File: src/rtl/pred_pkg.sv
package pred_pkg;
  typedef enum logic [1:0] {
    FN_BASE  = 2'b00,  // non-zero / always
    FN_SHAD  = 2'b01,
    FN_LOW   = 2'b10,  // lsb / carry
    FN_HIGH  = 2'b11   // msb / equal
  } cnd_fn_e;

  localparam int unsigned CND_REG_W = 4;
endpackage

File: src/rtl/pred_reg_test.sv
module pred_reg_test
  import pred_pkg::*;
#(
  parameter int unsigned DATA_W = 32
) (
  input  cnd_fn_e           fn_i,
  input  logic [DATA_W-1:0] val_i,
  input  logic              shadow_nz_i,
  output logic              hit_o
);
  localparam int unsigned MSB = DATA_W - 1;

  always_comb begin
    unique case (fn_i)
      FN_BASE: hit_o = |val_i;
      FN_SHAD: hit_o = shadow_nz_i;
      FN_LOW:  hit_o = val_i[0];
      FN_HIGH: hit_o = val_i[MSB];
      default: hit_o = 1'b0;
    endcase
  end
endmodule

File: src/rtl/pred_flag_test.sv
module pred_flag_test
  import pred_pkg::*;
(
  input  cnd_fn_e fn_i,
  input  logic    shadow_nz_i,
  input  logic    carry_i,
  input  logic    equal_i,
  output logic    hit_o,
  output logic    always_o
);
  always_comb begin
    always_o = (fn_i == FN_BASE);
    unique case (fn_i)
      FN_BASE: hit_o = 1'b1;
      FN_SHAD: hit_o = shadow_nz_i;
      FN_LOW:  hit_o = carry_i;
      FN_HIGH: hit_o = equal_i;
      default: hit_o = 1'b0;
    endcase
  end
endmodule

File: src/rtl/pred_commit_eval.sv
module pred_commit_eval
  import pred_pkg::*;
#(
  parameter int unsigned DATA_W = 32
) (
  input  logic              clk_i,
  input  logic              rst_ni,
  input  logic              ext_i,
  input  logic [3:0]        cnd_reg_i,
  input  logic [1:0]        cnd_fn_i,
  input  logic              cnd_neg_i,
  input  logic [DATA_W-1:0] reg_val_i,
  input  logic [DATA_W-1:0] shadow_i,
  input  logic              carry_i,
  input  logic              equal_i,
  output logic              wr_en_o,
  output logic              illegal_o
);
  cnd_fn_e fn;
  logic    shadow_nz;
  logic    flag_sel;
  logic    reg_hit, flag_hit, flag_always;
  logic    sel_hit, never_d, we_d;
  logic    we_q, ill_q, seen_q;

  assign fn        = cnd_fn_e'(cnd_fn_i);
  assign shadow_nz = |shadow_i;
  assign flag_sel  = (cnd_reg_i == '0);

  pred_reg_test #(.DATA_W(DATA_W)) u_reg (
    .fn_i        (fn),
    .val_i       (reg_val_i),
    .shadow_nz_i (shadow_nz),
    .hit_o       (reg_hit)
  );

  pred_flag_test u_flag (
    .fn_i        (fn),
    .shadow_nz_i (shadow_nz),
    .carry_i     (carry_i),
    .equal_i     (equal_i),
    .hit_o       (flag_hit),
    .always_o    (flag_always)
  );

  always_comb begin
    sel_hit = flag_sel ? flag_hit : reg_hit;
    never_d = ext_i && flag_sel && flag_always && cnd_neg_i;
    we_d    = !ext_i || (sel_hit ^ cnd_neg_i);
  end

  always_ff @(posedge clk_i or negedge rst_ni) begin
    if (!rst_ni) begin
      we_q   <= 1'b0;
      ill_q  <= 1'b0;
      seen_q <= 1'b0;
    end else begin
      we_q   <= we_d;
      ill_q  <= never_d;
      seen_q <= 1'b1;
    end
  end

  assign wr_en_o   = we_q;
  assign illegal_o = ill_q;


  nonext_commit_chk: assert property (@(posedge clk_i) disable iff (!rst_ni)
    (seen_q && !$past(ext_i)) |-> (wr_en_o && !illegal_o));


  never_blocks_chk: assert property (@(posedge clk_i) disable iff (!rst_ni)
    illegal_o |-> !wr_en_o);


  always_commits_chk: assert property (@(posedge clk_i) disable iff (!rst_ni)
    (seen_q && $past(ext_i) && $past(cnd_reg_i) == 4'd0 &&
     $past(cnd_fn_i) == 2'b00 && !$past(cnd_neg_i)) |-> (wr_en_o && !illegal_o));


  carry_follow_chk: assert property (@(posedge clk_i) disable iff (!rst_ni)
    (seen_q && $past(ext_i) && $past(cnd_reg_i) == 4'd0 && $past(cnd_fn_i) == 2'b10)
      |-> (wr_en_o == ($past(carry_i) ^ $past(cnd_neg_i))));


  msb_follow_chk: assert property (@(posedge clk_i) disable iff (!rst_ni)
    (seen_q && $past(ext_i) && $past(cnd_reg_i) != 4'd0 && $past(cnd_fn_i) == 2'b11)
      |-> (wr_en_o == ($past(reg_val_i[DATA_W-1]) ^ $past(cnd_neg_i))));
endmodule

File: config.mk
export PLATFORM = sky130hd
export DESIGN_NAME = pred_commit_eval
export DESIGN_NICKNAME = d
export VERILOG_FILES = /design/src/rtl/pred_pkg.sv /design/src/rtl/pred_reg_test.sv /design/src/rtl/pred_flag_test.sv /design/src/rtl/pred_commit_eval.sv
export SDC_FILE = /design/constraint.sdc
export NUM_CORES = 1
export LEC_CHECK = 0
export BUFFER_PORTS_ARGS = -buffer_cell sky130_fd_sc_hd__buf_2
export CORE_MARGIN = 3
export CORE_UTILIZATION = 20
export DETAILED_ROUTE_END_ITERATION = 6
export PLACE_DENSITY = 0.81
export SLEW_MARGIN = 20
export SYNTH_ARGS = -nofsm -noshare
export SYNTH_HDL_FRONTEND = slang
export SYNTH_SLANG_ARGS = --single-unit
File: constraint.sdc
create_clock -name clk_i -period 0.8 [get_ports clk_i]
set_input_delay 0.04 -clock clk_i [delete_from_list [all_inputs] [get_ports clk_i]]
set_output_delay 0.04 -clock clk_i [all_outputs]
set_load 0.05 [all_outputs]
* Yosys cells after proc, flatten, opt, wreduce, memory -nomap -nowiden
Index checks and enable logic that the tools add are counted.
W data, S select, Z words.
** Cells by class
- Equal/unequal tests :: 3
- $mul :: 0
- Order comparisons :: 0
- Multiplexer cells :: 3
- Add/sub/neg operators :: 0
- Reduce and logical (&&, ||, !) cells :: 9
- Shift-type cells :: 0
- Bitwise operators :: 1
- Div/mod/pow operators :: 0
** Operators with widths (number)
- $reduce_or A32 Y1 :: 2
- $pmux W1 S4 :: 2
- $eq A2 B2 Y1 const B :: 2
- $logic_not A4 Y1 :: 1
- $logic_and A1 B1 Y1 :: 3
- $eq A2 B1 Y1 const B :: 1
- $logic_not A2 Y1 :: 1
- $logic_not A1 Y1 :: 1
- $logic_or A1 B1 Y1 :: 1
- $mux W1 :: 1
- $xor A1 B1 Y1 :: 1
** Word-level totals
- Memory bits (read-only) :: 0
- Word-level logic and storage cells :: 18
- RAM bits :: 0
- Memories :: 0
- Register bits after elaboration :: 2
- Output and inout port bits :: 2
- Latch bits :: 0

* Longest topological paths before layout
- Depth after elaboration :: 5
- Depth in mapped cells :: 5
- Mapped depth without buffers :: 5

* Hierarchy
A second synthesis with hierarchy kept.
** Unflattened totals
- Cells, all modules :: 41
- Area, all modules :: 357.8 sq um
** Modules (own cells, without submodules)
- pred_commit_eval :: sequential area each 50.0 sq um, cells each 21, area an instance 201.4 sq um, instances 1
- pred_reg_test :: sequential area each 0.0 sq um, cells each 16, area an instance 125.1 sq um, instances 1
- pred_flag_test :: sequential area each 0.0 sq um, cells each 4, area an instance 31.3 sq um, instances 1

* Worst setup path before layout
No wires, ideal clock.
- Path type :: input to register
- Start :: input cnd_reg_i[3]
- End :: register we_q (netlist: wr_en_o)
- Stages :: 5
- Path buffers :: 0
- Setup slack :: -0.842 ns
- Required time :: 0.675 ns
- Library setup time :: 0.125 ns
- Arrival time :: 1.517 ns
- Path through :: or4_4 > mux4_2 > nor2b_1 > a311oi_1 > mux2_4
** Between the ends
- Cells in the longest elaborated chain, start to end :: 4
** Ends and longest elaborated chain
- start: declaration :: RTL line pred_commit_eval.sv:9 : input logic [3:0] cnd_reg_i,
- $logic_not A4 Y1 :: RTL line pred_commit_eval.sv:28 : assign flag_sel = (cnd_reg_i == '0);
- $mux W1 :: RTL line pred_commit_eval.sv:47 : sel_hit = flag_sel ? flag_hit : reg_hit;
- $xor A1 B1 Y1 :: RTL line pred_commit_eval.sv:49 : we_d = !ext_i || (sel_hit ^ cnd_neg_i);
- $logic_or A1 B1 Y1 :: RTL line pred_commit_eval.sv:49
- named net we_d :: RTL line pred_commit_eval.sv:23 : logic sel_hit, never_d, we_d;
- end signal: assignment :: RTL line pred_commit_eval.sv:58 : we_q <= we_d;
- end: declaration :: RTL line pred_commit_eval.sv:24 : logic we_q, ill_q, seen_q;
The timed path passes the listed nets, and every way through them passes these cells.

* Worst setup path after layout
Same ends and word-level chain as after synthesis.

==> impl_metrics.tcl <==
set metrics [dict create \
    grt_start_max_net_pins 4 \
    htreeDepth 1 \
    grt_overflow_total 0 \
    p_leak_nw 0.438 \
    clkPwrFrac_pct 35.6 \
    io_pins 78 \
    criticalPathCategory "in -> reg" \
    tightest_slew_ns 0.352 \
    maxCapViolCount 0 \
    drive_above_1_share_pct 75.8 \
    die_w_um 43.2 \
    layout.cells.non_filler 138 \
    seq_area_frac_synth_pct 18.1 \
    status "complete, but fails checks" \
    cp.required_ns 0.90 \
    ys_warn_count 0 \
    ant_nets 0 \
    hold_class "in -> reg" \
    antenna-diode-count 0 \
    start_kind "input pin" \
    num_rows 12 \
    routed_via_density 4.93 \
    num-fill-cells 109 \
    power_density_mw_per_mm2 765 \
    grt_pass1_wl_mm 2.64 \
    finalHoldViolCount 0 \
    synthFlopType "dfrtp_1" \
    dp_hpwl_mm 1.40 \
    yosys-top-cells-area "nor4_1 (36%), dfrtp_1 (18%), mux4_2 (8.1%), nand4_1 (6.8%), mux2_4 (5.4%)" \
    worstPathArrival_ns 1.65 \
    fin_util_pct 69.0 \
    synth_top_cells_by_count "nor4_1 (16), nand4_1 (3), nor2_1 (3)" \
    cts_tree "yes" \
    slowest_delay_ns 0.54 \
    layout_min_cycle_time_ns 1.55 \
    cts.path.max_buffers 2 \
    p_switching_mw 0.168 \
    async_flop_share_pct 100 \
    grt_pass1_vias 673 \
    pwr-share-seq_pct 17.0 \
    placed_cells 129 \
    avgSynthCellArea_um2 7.90 \
    track_usage_pct 18.9 \
    setup_tns_ns -1.41 \
    max_freq_mhz 646 \
    syn_inst 35 \
    synth_seq_cells 2 \
    cp_max_fo 2 \
    wire_per_inst_um 12.9 \
    violations "setup timing" \
    antenna_found_initial 0 \
    cp_num_buf_inv 1 \
    core_mm2 0.00120 \
    p_int_mw 0.466 \
    ys_types 14 \
    period_share_pct 193 \
    wl_mm 1.78 \
    synth.most_common_cell "nor4_1" \
    syn2layout_area_growth_pct 200 \
    vdd_drop_max_mv 0.442 \
    path_clk_slew_ns 0.03 \
    worstPathCellList "buf_6 > or4_4 > mux4_2 > nor2b_2 > a311oi_2 > mux2_4" \
    grt_setup_unrepaired "yes" \
    synth_top_area_cell "nor4_1" \
    numClockSinks 2 \
    path_delay_family "multiplexers" \
    setup_viol 2 \
    io_buffers 77 \
    synth_top_area_share_pct 36.2 \
    num_vias 680 \
    cts_buffers 3 \
    die_y_um 43.2 \
    syn-num-nets 111 \
    switching_share_pct 26.4 \
    cts.root.buffer_cell "clkbuf_4" \
    slowest_stage "or4_4" \
    end_kind "register" \
    die-area_mm2 0.00186 \
    drc 0 \
    drt-initial-drc-count 4 \
    layout.nets 202 \
    drv_slew 0 \
    worst_slack_ns -0.748 \
    slew_headroom_pct 76.3 \
    place_ws_ns -0.968 \
    syn-cell-area_um2 277 \
    initial_utilization_pct 23.0 \
    synth_edf_count 0 \
    gp_congestion 0.628 \
    drtPass1Iterations 4 \
    combPwrFrac_pct 47.4 \
]
## state kept, by name, indices dropped and copies added (netlist names)
signal / count
wr_en_o: 1
illegal_o: 1
## through the flow
step	area, um^2	total power [mW]	hold slack (ns)
finish	828	0.634	0.0960
global route	828	0.686	0.107
CTS	812	0.625	0.0847
detailed placement	702	0.369	-0.174
global placement	702	0.361	-0.175
floorplan	277	0.167	-0.256
## path summary, 6_finish.rpt
kind,from,end,slack [ns],depth (start not counted)
min in group asynchronous,rst_ni,illegal_o,0.15,2
max in group asynchronous,rst_ni,wr_en_o,0.56,2
hold / removal,cnd_neg_i,illegal_o,0.1,3
setup / recovery,cnd_reg_i[3],wr_en_o,-0.75,6
## cells in the final DEF (no fill, tap or decap)
| master | count |
|---|---|
| a311oi_2 | 1 |
| buf_2 | 74 |
| buf_4 | 2 |
| buf_6 | 9 |
| clkbuf_4 | 3 |
| dfrtp_1 | 2 |
| dlygate4sd3_1 | 1 |
| mux2_4 | 1 |
| mux4_2 | 1 |
| nand2_1 | 2 |
| nand2b_1 | 1 |
| nand3_1 | 1 |
| nand4_1 | 3 |
| nor2_1 | 3 |
| nor2b_2 | 1 |
| nor3_1 | 1 |
| nor4_1 | 15 |
| nor4_2 | 1 |
| nor4b_1 | 1 |
| or4_4 | 1 |
## metal layers
| layer | GRT usage [%] | routed length, um | up-vias |
|---|---|---|---|
| li1 | - | - | 334 |
| met2 | 36.3 | 999 | 45 |
| met4 | 7.23 | 17 | 0 |
| met1 | 19.6 | 560 | 298 |
| met3 | 3.39 | 206 | 3 |
| met5 | 0 | 0 | - |
## cell type report
cell class	count	area, um^2	area share [%]
clock buffers	3	22.5	2.72
well taps	14	17.5	2.11
repair buffers	86	497	60.0
flip-flops and latches	2	50.0	6.04
multi-input cells	33	241	29.2
## power groups by stage
stage	Clock [mW]	Combinational (mW)	Sequential (mW)
after floorplan	0	0.0441	0.123
after global placement	0	0.253	0.108
after detailed placement	0	0.261	0.108
after CTS	0.230	0.288	0.107
after global routing	0.251	0.328	0.108
final	0.226	0.301	0.108
## cells by family (layout without fill, tap and decap cells)
logic type	count (synthesis)	count (layout)	share of synthesized area, %
AOI/OAI and AO/OA	1	1	3.17
buffers and inverters	0	89	0
DFF	2	2	18.1
muxes	2	2	13.6
and+or+nand+nor	30	30	65.2
## repair_timing
action / in CTS / in global routing
setup endpoints to repair: 4 / 4
setup buffers: 5 / 0
hold buffers: 1 / 0
resized for setup: 10 / 4
pin swaps: 1 / 0
endpoints found under the hold margin: 2 / 0
No activity file was read; power rests on OpenSTA's default activity.
